`src/rtl/mscan_pkg.sv`:
```
package mscan_pkg;

  // Clamp a requested bank count into the legal range 2..maxb.
  function automatic int unsigned clamp_banks(input int unsigned req,
                                              input int unsigned maxb);
    if (req < 2)
      return 2;
    else if (req > maxb)
      return maxb;
    else
      return req;
  endfunction

endpackage

```
`src/rtl/scan_seq.sv`:
```
module scan_seq
  import mscan_pkg::*;
#(
  parameter int MAX_BANKS    = 8,
  parameter int DWELL_NORMAL = 20,
  parameter int DWELL_FAST   = 10,
  parameter int CNT_W        = 4,
  parameter int IDX_W        = 3
) (
  input  logic                 clk,
  input  logic                 rst,
  input  logic                 enable,
  input  logic                 fast_mode,
  input  logic [CNT_W-1:0]     bank_count,
  output logic [MAX_BANKS-1:0] bank_sel,
  output logic                 sample_en,
  output logic [IDX_W-1:0]     sample_row,
  output logic                 scan_done
);

  localparam int DMAX = (DWELL_NORMAL > DWELL_FAST) ? DWELL_NORMAL : DWELL_FAST;
  localparam int DCW  = $clog2(DMAX + 1);

  logic                 running;
  logic [IDX_W-1:0]     idx;
  logic [DCW-1:0]       cnt;
  logic [CNT_W-1:0]     active_n;
  logic [CNT_W-1:0]     clamped;
  logic [DCW-1:0]       dwell_m1;
  logic                 at_end;
  logic                 wrap;
  logic [IDX_W-1:0]     nxt_idx;
  logic [MAX_BANKS-1:0] nxt_sel;

  always_comb begin
    clamped  = CNT_W'(clamp_banks(int'(bank_count), MAX_BANKS));
    dwell_m1 = fast_mode ? DCW'(DWELL_FAST - 1) : DCW'(DWELL_NORMAL - 1);
    at_end   = running && (cnt >= dwell_m1);
    wrap     = (int'(idx) + 1) >= int'(active_n);
    nxt_idx  = wrap ? '0 : idx + 1'b1;
  end

  // one-hot decode of the next bank position
  for (genvar k = 0; k < MAX_BANKS; k++) begin : g_dec
    assign nxt_sel[k] = (int'(nxt_idx) == k);
  end

  always_ff @(posedge clk) begin
    if (rst || !enable) begin
      running   <= 1'b0;
      idx       <= '0;
      cnt       <= '0;
      bank_sel  <= '0;
      scan_done <= 1'b0;
      active_n  <= CNT_W'(2);
    end else if (!running) begin
      running  <= 1'b1;
      idx      <= '0;
      cnt      <= '0;
      bank_sel <= MAX_BANKS'(1);
      active_n <= clamped;
    end else if (at_end) begin
      cnt      <= '0;
      idx      <= nxt_idx;
      bank_sel <= nxt_sel;
      if (wrap) begin
        scan_done <= 1'b1;
        active_n  <= clamped;
      end
    end else begin
      cnt <= cnt + 1'b1;
    end
  end

  assign sample_en  = enable && at_end;
  assign sample_row = idx;

  assert_onehot_R2: assert property (@(posedge clk) disable iff (rst)
    $onehot0(bank_sel));

  assert_sel_follows_pos_R2: assert property (@(posedge clk) disable iff (rst)
    running |-> bank_sel[idx]);

  assert_dwell_bound_R3: assert property (@(posedge clk) disable iff (rst)
    running |-> (int'(cnt) < DMAX));

  assert_pos_in_range_R8: assert property (@(posedge clk) disable iff (rst)
    running |-> (int'(idx) < int'(active_n) && active_n >= 2
                 && int'(active_n) <= MAX_BANKS));

  assert_done_sticky_R5: assert property (@(posedge clk) disable iff (rst)
    (enable && scan_done) |=> scan_done);

  assert_off_parks_R6: assert property (@(posedge clk) disable iff (rst)
    !enable |=> (bank_sel == '0 && !scan_done));

endmodule

```
`src/rtl/result_table.sv`:
```
module result_table #(
  parameter int ROWS  = 8,
  parameter int COLS  = 8,
  parameter int IDX_W = 3
) (
  input  logic                 clk,
  input  logic                 rst,
  input  logic                 we,
  input  logic [IDX_W-1:0]     wrow,
  input  logic [COLS-1:0]      wdata,
  output logic [ROWS*COLS-1:0] flat
);

  // Every row is visible at once, so the rows are plain registers
  // written one row per cycle.
  logic [COLS-1:0] rows [ROWS];

  always_ff @(posedge clk) begin
    if (rst) begin
      for (int r = 0; r < ROWS; r++) rows[r] <= '0;
    end else if (we) begin
      rows[wrow] <= wdata;
    end
  end

  for (genvar r = 0; r < ROWS; r++) begin : g_flat
    assign flat[r*COLS +: COLS] = rows[r];
  end

endmodule

```
`src/rtl/matrix_scanner.sv`:
```
module matrix_scanner #(
  parameter int MAX_BANKS    = 8,
  parameter int LINES        = 8,
  parameter int DWELL_NORMAL = 20,
  parameter int DWELL_FAST   = 10,
  parameter int CNT_W        = $clog2(MAX_BANKS + 1)
) (
  input  logic                       clk,
  input  logic                       rst,
  input  logic                       enable,
  input  logic [CNT_W-1:0]           bank_count,
  input  logic                       fast_mode,
  input  logic [LINES-1:0]           lines_in,
  output logic [MAX_BANKS-1:0]       bank_sel,
  output logic [MAX_BANKS*LINES-1:0] table_out,
  output logic                       scan_done
);

  localparam int IDX_W = (MAX_BANKS > 1) ? $clog2(MAX_BANKS) : 1;

  logic             sample_en;
  logic [IDX_W-1:0] sample_row;

  scan_seq #(
    .MAX_BANKS   (MAX_BANKS),
    .DWELL_NORMAL(DWELL_NORMAL),
    .DWELL_FAST  (DWELL_FAST),
    .CNT_W       (CNT_W),
    .IDX_W       (IDX_W)
  ) u_seq (
    .clk       (clk),
    .rst       (rst),
    .enable    (enable),
    .fast_mode (fast_mode),
    .bank_count(bank_count),
    .bank_sel  (bank_sel),
    .sample_en (sample_en),
    .sample_row(sample_row),
    .scan_done (scan_done)
  );

  result_table #(
    .ROWS (MAX_BANKS),
    .COLS (LINES),
    .IDX_W(IDX_W)
  ) u_tab (
    .clk  (clk),
    .rst  (rst),
    .we   (sample_en),
    .wrow (sample_row),
    .wdata(lines_in),
    .flat (table_out)
  );

  assert_table_hold_R6: assert property (@(posedge clk) disable iff (rst)
    !enable |=> $stable(table_out));

  assert_capture_with_sel_R4: assert property (@(posedge clk) disable iff (rst)
    sample_en |-> bank_sel[sample_row]);

endmodule

```
`config.mk`:
```
export PLATFORM = sky130hd
export DESIGN_NAME = matrix_scanner
export DESIGN_NICKNAME = d
export VERILOG_FILES = /design/src/rtl/mscan_pkg.sv /design/src/rtl/scan_seq.sv /design/src/rtl/result_table.sv /design/src/rtl/matrix_scanner.sv
export SDC_FILE = /design/constraint.sdc
export NUM_CORES = 1
export LEC_CHECK = 0
export ABC_AREA = 1
export BUFFER_PORTS_ARGS = -buffer_cell sky130_fd_sc_hd__buf_4
export CORE_AREA = 4 4 87 89
export DETAILED_ROUTE_END_ITERATION = 7
export DIE_AREA = 0 0 91 93
export MAX_ROUTING_LAYER = met4
export PLACE_DENSITY = 0.81
export SYNTH_ARGS = -nofsm -noshare
export SYNTH_HDL_FRONTEND = slang
export SYNTH_HIERARCHICAL = 1
export SYNTH_SLANG_ARGS = --single-unit
```
`constraint.sdc`:
```
create_clock -name clk -period 8.8 [get_ports clk]
set_clock_uncertainty 0.2 [all_clocks]
set_input_delay 1.76 -clock clk [delete_from_list [all_inputs] [get_ports clk]]
set_output_delay 1.76 -clock clk [all_outputs]
set_load 0.02 [all_outputs]
```
# --- Word level (Yosys, flattened, before mapping) ---
# Memories as Yosys holds them, arrays and structs flattened.
# Cells that the tools add are included.
op_classes:
  n_addsub: 3
  n_lt_le_gt_ge: 4
  n_eq_ne: 9
  muxes: 18
  bitwise_logic: 1
  n_reduce_logical: 10
op_table:
  columns: ["operator", "n"]
  rows:
  - ["32-bit by 5-bit >= comparator with 1-bit output", 1]
  - ["4-bit 2-to-1 mux", 5]
  - ["3-bit equality test, second input constant", 4]
  - ["1-bit 2-to-1 mux", 9]
  - ["8-bit 2-to-1 mux", 1]
  - ["8-bit OR reduction", 1]
  - ["3-bit by 2-bit equality test with 1-bit output, second input constant", 2]
  - ["3-bit 2-to-1 mux", 2]
  - ["5-bit by 1-bit adder with 5-bit output, second input constant", 1]
  - ["5-bit >= comparator", 1]
  - ["5-bit 2-to-1 mux", 1]
  - ["3-bit by 1-bit adder with 4-bit output, second input constant", 1]
  - ["4-bit greater-than comparator, second input constant", 1]
  - ["4-bit by 2-bit less-than comparator with 1-bit output, second input constant", 1]
  - ["2-bit inequality test, second input constant", 2]
  - ["3-bit by 1-bit adder with 3-bit output, second input constant", 1]
  - ["3-bit by 1-bit equality test with 1-bit output, second input constant", 1]
  - ["3-bit logical NOT", 1]
  - ["3-bit AND reduction", 1]
  - ["3-bit OR reduction", 1]
  - ["1-bit logical AND", 2]
  - ["2-bit AND reduction", 1]
  - ["2-bit OR reduction", 1]
  - ["1-bit logical NOT", 1]
  - ["other kinds (2)", 2]
totals:
  register_bits: 22
  ram_bits: 64
  elab_cells: 53
  n_memories: 1
memory_table:
  columns: ["memory", "depth", "word_bits", "read_ports", "rd_clocked_by_memory_dff", "wr", "line_no", "text"]
  rows:
  - ["u_tab.rows", 8, 8, 8, 0, 8, "result_table.sv:16", "logic [COLS-1:0] rows [ROWS];"]

# --- Depth between registers and ports, before layout ---
# Gate-level depths: netlist of the first run.
depth:
  depth_word: 9
  ltp_mapped: 14
  depth_no_buf: 14

# --- Cells and area by module ---
# The synthesis of the first run kept the hierarchy.
modules_own_cells:
  columns: ["mod", "instances", "cells_per_inst", "area_each_um2", "seq_area_each_um2"]
  rows:
  - ["result_table", 1, 166, 2491.1, 1921.8]
  - ["scan_seq", 1, 164, 1199.9, 440.4]

# --- Least setup slack after synthesis of the first run ---
# No wires, ideal clock.
synth_timing:
  path_kind: "input port to flip-flop"
  from: "input fast_mode"
  to: "memory u_tab.rows[1][0] (enable)"
  arrival_time_ns: 3.577
  slack_ns: 4.639
  cell_stages: 9
  cell_sequence: "ha_1 > nand2_1 > clkinv_1 > nand2_4 > nand2_4 > nand2_4 > nor2_1 > nand3_4 > o21ai_0"
synth_lines:
  columns: ["element", "line_no", "text"]
  rows:
  - ["from (decl)", "matrix_scanner.sv:12", "input logic fast_mode,"]
  - ["to (decl)", "result_table.sv:16", null]

==> impl_metrics.json, run 1 <==
{
  "outcome": "finished clean",
  "clk_latency_ns": 0.34,
  "tightest_slew_ns": 1.09,
  "cts_made_buffers": 9,
  "clkTransAtPathRegs_ns": 0.08,
  "worstSetupEndpointType": "register",
  "start_util_pct": 54.6,
  "core_area_mm2": 0.00676,
  "hold_violations": 0,
  "postCtsSetupBuffers": 0,
  "fmax_ghz": 0.217,
  "synth.distinct_cells": 25,
  "ys_seq_area_share_pct": 64.0,
  "dp_hpwl_um": 5610,
  "drc": 0,
  "vias": 2697,
  "wl_um": 7630,
  "fin_area_mm2": 0.00459,
  "fin_crit_sh_pct": 52.3,
  "fp.dieW_um": 91,
  "nNetsFinal": 448,
  "cts_max_path_buffers": 2,
  "p_per_area_mw_per_mm2": 170,
  "netlist_top_cells_area": "edfxtp_1 52%, dfxtp_1 12%, nor3_1 6.1%",
  "cts.hold.buffers_added": 0,
  "synthTopCellsByCount": "64 x edfxtp_1, 51 x nor2_1, 45 x nor3_1",
  "synth_nets": 355,
  "syn_area_mm2": 0.00369,
  "reg2reg_slack_ns": 5.41,
  "setup_viol_count_final": 0,
  "finalPower_mw": 0.782,
  "top_level_ports": 89,
  "grt_pass1_vias": 2576,
  "pre_cts_ws_ns": 3.88,
  "tritoncts": "yes",
  "synth.most_common_cell": "edfxtp_1",
  "port_buffers": 88,
  "hold_slack_ns": 0.269,
  "required_ns": 8.56,
  "postCtsResizedCells": 0,
  "grt_overflow": 0,
  "dpl_cell_area_mm2": 0.00440,
  "synth.largest_area_cell": "edfxtp_1",
  "crit_path_max_fanout": 36,
  "grt.total_usage_pct": 18.9,
  "routed_via_density": 5.31,
  "postSynthAreaPerCell_um2": 11.2,
  "yosys_warnings": 6,
  "gp_congestion": 0.868,
  "drive_gt1_share_pct": 29.9,
  "rsz0062_at_grt": "no",
  "routedWlPerCell_um": 15.0,
  "period_minus_slack_ns": 4.60,
  "cp.arrival_ns": 4.37,
  "ir_drop_mv": 0.0977,
  "critPathLaunchType": "input port",
  "ant_nets": 0,
  "grt_pass1_wl_um": 12300,
  "area_delta_synth_final_pct": 24.5,
  "synth-main-ff-cell": "edfxtp_1",
  "grt_max_degree": 37,
  "synth_top_cell_area_share_pct": 52.1,
  "hold_path.class": "reg -> reg",
  "maxCapViolations": 0,
  "path_class": "in -> reg",
  "netlist_instances": 330,
  "clockRootBuffer": "clkbuf_8",
  "die_y_um": 93,
  "synth-async-reset-ratio_pct": 0,
  "die_area_mm2": 0.00846,
  "cts_max_level": 3,
  "instances_no_fill": 508,
  "row_count": 30,
  "n_antenna_cell": 0,
  "antenna_found_initial": 0,
  "finalMaxSlewViolations": 0,
  "dp.cells": 492,
  "max_slew_margin_pct": 26.7,
  "tns_ns": 0,
  "ys_seq_elements": 86,
  "fill_cells": 508,
  "cts.sinks": 86,
  "leakage_nw": 1.89,
  "final_util_pct": 68.0,
  "synth-edff-count": 64,
  "drt_iter0_markers": 168,
  "dr.pass1.iters": 4,
  "layout_setup_ws_ns": 4.20
}
==> registers in the layout, summed over array words and instances (netlist names) <==
register	cells
u_seq/scan_done	1
u_tab/rows	64
u_seq/bank_sel	8
u_seq/sample_row	3
u_seq/cnt	5
u_seq/active_n	4
u_seq/running	1
==> critical path, stage by stage <==
cell	delay [ns]
buf_4	0.12
ha_1	0.34
nand2_1	0.07
clkinv_1	0.07
nand2_4	0.07
nand2_4	0.09
nand2_4	0.09
nor2_1	0.37
nand3_4	0.40
o21ai_0	0.98
==> cell type report <==
cell class / count / area, um^2 / share of cell area, %
inverters: 39 / 149 / 3.24
multi-input cells: 199 / 1120 / 24.5
repair buffers: 88 / 661 / 14.4
flip-flops and latches: 86 / 2360 / 51.4
clock inverters: 6 / 70.1 / 1.53
clock buffers: 10 / 128 / 2.78
well taps: 80 / 100 / 2.18
==> cell families (layout without fill, tap and decap cells) <==
logic type | Yosys count | count (layout) | share of synthesized area [%]
adder cells (fa/ha/maj) | 9 | 9 | 3.05
buffers and inverters | 45 | 143 | 5.53
AND/OR/NAND/NOR | 163 | 163 | 22.4
flip-flops | 86 | 86 | 64.0
AO/OA/AOI/OAI | 25 | 25 | 4.51
XOR/XNOR | 2 | 2 | 0.475
==> where the power goes <==
part / internal [mW] / switching [mW] / total, mW
combinational: 0.0214 / 0.0391 / 0.0605
sequential: 0.445 / 0.00432 / 0.449
clock: 0.133 / 0.139 / 0.272
==> final timing paths <==
path	start	endpoint	cells past startpoint
max	fast_mode	u_tab/rows[3][2]$_SDFFCE_PN0P_	10
min	u_seq/cnt[0]$_SDFF_PP0_	u_seq/cnt[0]$_SDFF_PP0_	1
max reg2reg	u_seq/cnt[4]$_SDFF_PP0_	u_tab/rows[3][2]$_SDFFCE_PN0P_	9
min reg2reg	u_seq/cnt[0]$_SDFF_PP0_	u_seq/cnt[0]$_SDFF_PP0_	1
==> cells in the final DEF, fill, tap and decap left out, types with 3 or more instances in the layout <==
cell type and n:
nor3_2 5, nand2_4 3, inv_1 37, nand3_4 3, clkbuf_8 9, edfxtp_1 64
buf_4 88, a21oi_1 9, a21oi_4 3, nor3_1 45, dfxtp_1 22, ha_1 9
nand2_2 6, nand4_1 5, nor2_1 51, nand2_1 36, o21ai_0 11, nand3_1 5
nor2_4 3, clkinvlp_4 3
==> routing by layer <==
layer  routed length, um  up-vias  track usage, %
met1                3300     1260            22.5
li1                    -     1316               -
met4                 127        0            8.42
met5                   0        -               -
met3                 551       14            4.26
met2                3650      107            31.0
Power figures use the tool's default switching activity.
==> run 2: changes to the inputs <==
--- a/config.mk
+++ b/config.mk
@@ -7,11 +7,11 @@
 export LEC_CHECK = 0
 export ABC_AREA = 1
 export BUFFER_PORTS_ARGS = -buffer_cell sky130_fd_sc_hd__buf_4
-export CORE_AREA = 4 4 87 89
+export CORE_AREA = 4 4 93 95
 export DETAILED_ROUTE_END_ITERATION = 7
-export DIE_AREA = 0 0 91 93
+export DIE_AREA = 0 0 97 99
 export MAX_ROUTING_LAYER = met4
-export PLACE_DENSITY = 0.81
+export PLACE_DENSITY = 0.74
 export SYNTH_ARGS = -nofsm -noshare
 export SYNTH_HDL_FRONTEND = slang
 export SYNTH_HIERARCHICAL = 1
==> constraint.sdc (replaced) <==
create_clock -name clk -period 3.9 [get_ports clk]
set_clock_uncertainty 0.2 [all_clocks]
set_input_delay 0.78 -clock clk [delete_from_list [all_inputs] [get_ports clk]]
set_output_delay 0.78 -clock clk [all_outputs]
set_load 0.02 [all_outputs]
==> impl_metrics.json, run 2 (same netlist as run 1, synthesis figures left out) <==
{
  "clockRootBuffer": "clkbuf_8",
  "cp.arrival_ns": 2.73,
  "die_area_mm2": 0.00960,
  "start_util_pct": 47.8,
  "nNetsFinal": 455,
  "reg_top3": "u_tab/rows (64), u_seq/bank_sel (8), u_seq/cnt (5)",
  "crit_path_max_fanout": 25,
  "cts.hold.buffers_added": 0,
  "hold_violations": 0,
  "fp.dieW_um": 97,
  "drc": 0,
  "cts_max_level": 3,
  "holdPathEnd": "u_seq/cnt[0]$_SDFF_PP0_",
  "register_area_mm2": 0.00236,
  "worstSetupEndpointType": "register",
  "cpPeakStageDelay_ns": 0.34,
  "antenna_found_initial": 0,
  "tightest_slew_ns": 0.425,
  "wl_um": 7580,
  "cts.sinks": 86,
  "die_y_um": 99,
  "largest_register_ffs": 64,
  "n_antenna_cell": 0,
  "crit_cells": 11,
  "grt.total_usage_pct": 17.0,
  "area_delta_synth_final_pct": 26.8,
  "reg2reg_slack_ns": 1.25,
  "fin_crit_sh_pct": 73.3,
  "top_register": "u_tab/rows",
  "fin_area_mm2": 0.00468,
  "routed_via_density": 4.87,
  "dr.pass1.iters": 4,
  "ant_nets": 0,
  "fmax_ghz": 0.350,
  "clkTransAtPathRegs_ns": 0.08,
  "row_count": 32,
  "port_buffers": 88,
  "top_level_ports": 89,
  "tns_ns": 0,
  "leakage_nw": 1.93,
  "maxCapViolations": 0,
  "critPathLaunchType": "input port",
  "grt_max_degree": 26,
  "clk_latency_ns": 0.35,
  "ir_drop_mv": 0.146,
  "max_slew_margin_pct": 71.6,
  "cts_made_buffers": 9,
  "fill_cells": 634,
  "grt_overflow": 0,
  "outcome": "finished clean",
  "drive_gt1_share_pct": 31.0,
  "cts_max_path_buffers": 2,
  "final_cell_mix": "95 x buf_4, 64 x edfxtp_1, 51 x nor2_1, 45 x nor3_1, 37 x inv_1",
  "whs_path_depth": 1,
  "min_from": "u_seq/cnt[0]$_SDFF_PP0_",
  "routedWlPerCell_um": 14.1,
  "grt_pass1_wl_um": 12600,
  "dp_hpwl_um": 5610,
  "critPathBufInv": 3,
  "dpl_cell_area_mm2": 0.00448,
  "multiInputGateArea_mm2": 0.00112,
  "r2r-end": "u_tab/rows[7][6]$_SDFFCE_PN0P_",
  "grt_pass1_vias": 2534,
  "cp_top_family": "simple AND/OR/NAND/NOR gates",
  "postCtsResizedCells": 0,
  "finalMaxSlewViolations": 0,
  "gp_congestion": 0.884,
  "reg2reg_depth": 10,
  "p_per_area_mw_per_mm2": 383,
  "critPathMostFrequentCell": "nand2_4",
  "setup_viol_count_final": 0,
  "tritoncts": "yes",
  "slowest_stage": "ha_1",
  "required_ns": 3.77,
  "vias": 2613,
  "final_common_cell": "buf_4",
  "path_cells": "buf_4 > ha_1 > nand2_1 > clkinv_1 > nand2_4 > nand2_4 > nand2_4 > nor2_1 > nand3_4 > o21ai_0 > buf_4",
  "postCtsSetupBuffers": 0,
  "worstReg2RegStart": "u_seq/cnt[4]$_SDFF_PP0_",
  "drt_iter0_markers": 151,
  "period_minus_slack_ns": 2.86,
  "path_class": "in -> reg",
  "core_area_mm2": 0.00773,
  "hold_path.class": "reg -> reg",
  "rsz0062_at_grt": "no"
}
run 2: cell types whose count changed in the layout (fill, tap and decap cells not counted):
| cell | change |
|---|---|
| clkinvlp_4 | -2 |
| inv_6 | +1 |
| clkinv_1 | +1 |
| clkbuf_1 | -1 |
| buf_4 | +7 |
| inv_8 | +1 |
run 2: through the flow:
step / power (mW) / hold slack (ns) / std cells / setup slack, ns / util [%]
global placement: 1.17 / 0.247 / 521 / 0.718 / 57.9
finish: 1.79 / 0.266 / 537 / 1.04 / 60.6
detailed placement: 1.18 / 0.253 / 521 / 0.664 / 57.9
floorplan: 1.11 / 0.229 / 330 / 0.719 / -
CTS: 1.81 / 0.274 / 537 / 1.04 / 60.6
global route: 1.87 / 0.292 / 537 / 0.836 / 60.6
run 2: where the power goes:
part           internal (mW)  switching [mW]
combinational         0.0521          0.0886
clock                  0.305           0.331
sequential              1.00         0.00993
run 2: worst max path at each step:
stage | start | end | slack [ns]
floorplan | fast_mode | u_tab/rows[1][0]$_SDFFCE_PN0P_ | 0.72
global placement | fast_mode | u_tab/rows[7][5]$_SDFFCE_PN0P_ | 0.72
detailed placement | fast_mode | u_tab/rows[1][0]$_SDFFCE_PN0P_ | 0.66
CTS | fast_mode | u_tab/rows[1][5]$_SDFFCE_PN0P_ | 1.04
global route | fast_mode | u_tab/rows[5][4]$_SDFFCE_PN0P_ | 0.84
finish | fast_mode | u_tab/rows[7][6]$_SDFFCE_PN0P_ | 1.04
run 2: area by class of cell:
cell class | count | share of cell area [%]
sequential | 86 | 50.5
multi-input combinational | 199 | 24.0
timing repair buffer | 95 | 15.2
inverter | 39 | 3.18
tap | 102 | 2.73
clock inverter | 7 | 1.68
clock buffer | 9 | 2.65
run 2: routing by layer:
layer,vias to the layer above,track usage (%),share of wire (%)
met5,-,-,0
met4,0,5.29,1.3
met3,9,5.45,7.1
met2,93,25.8,47
met1,1183,21.9,45
li1,1328,-,-
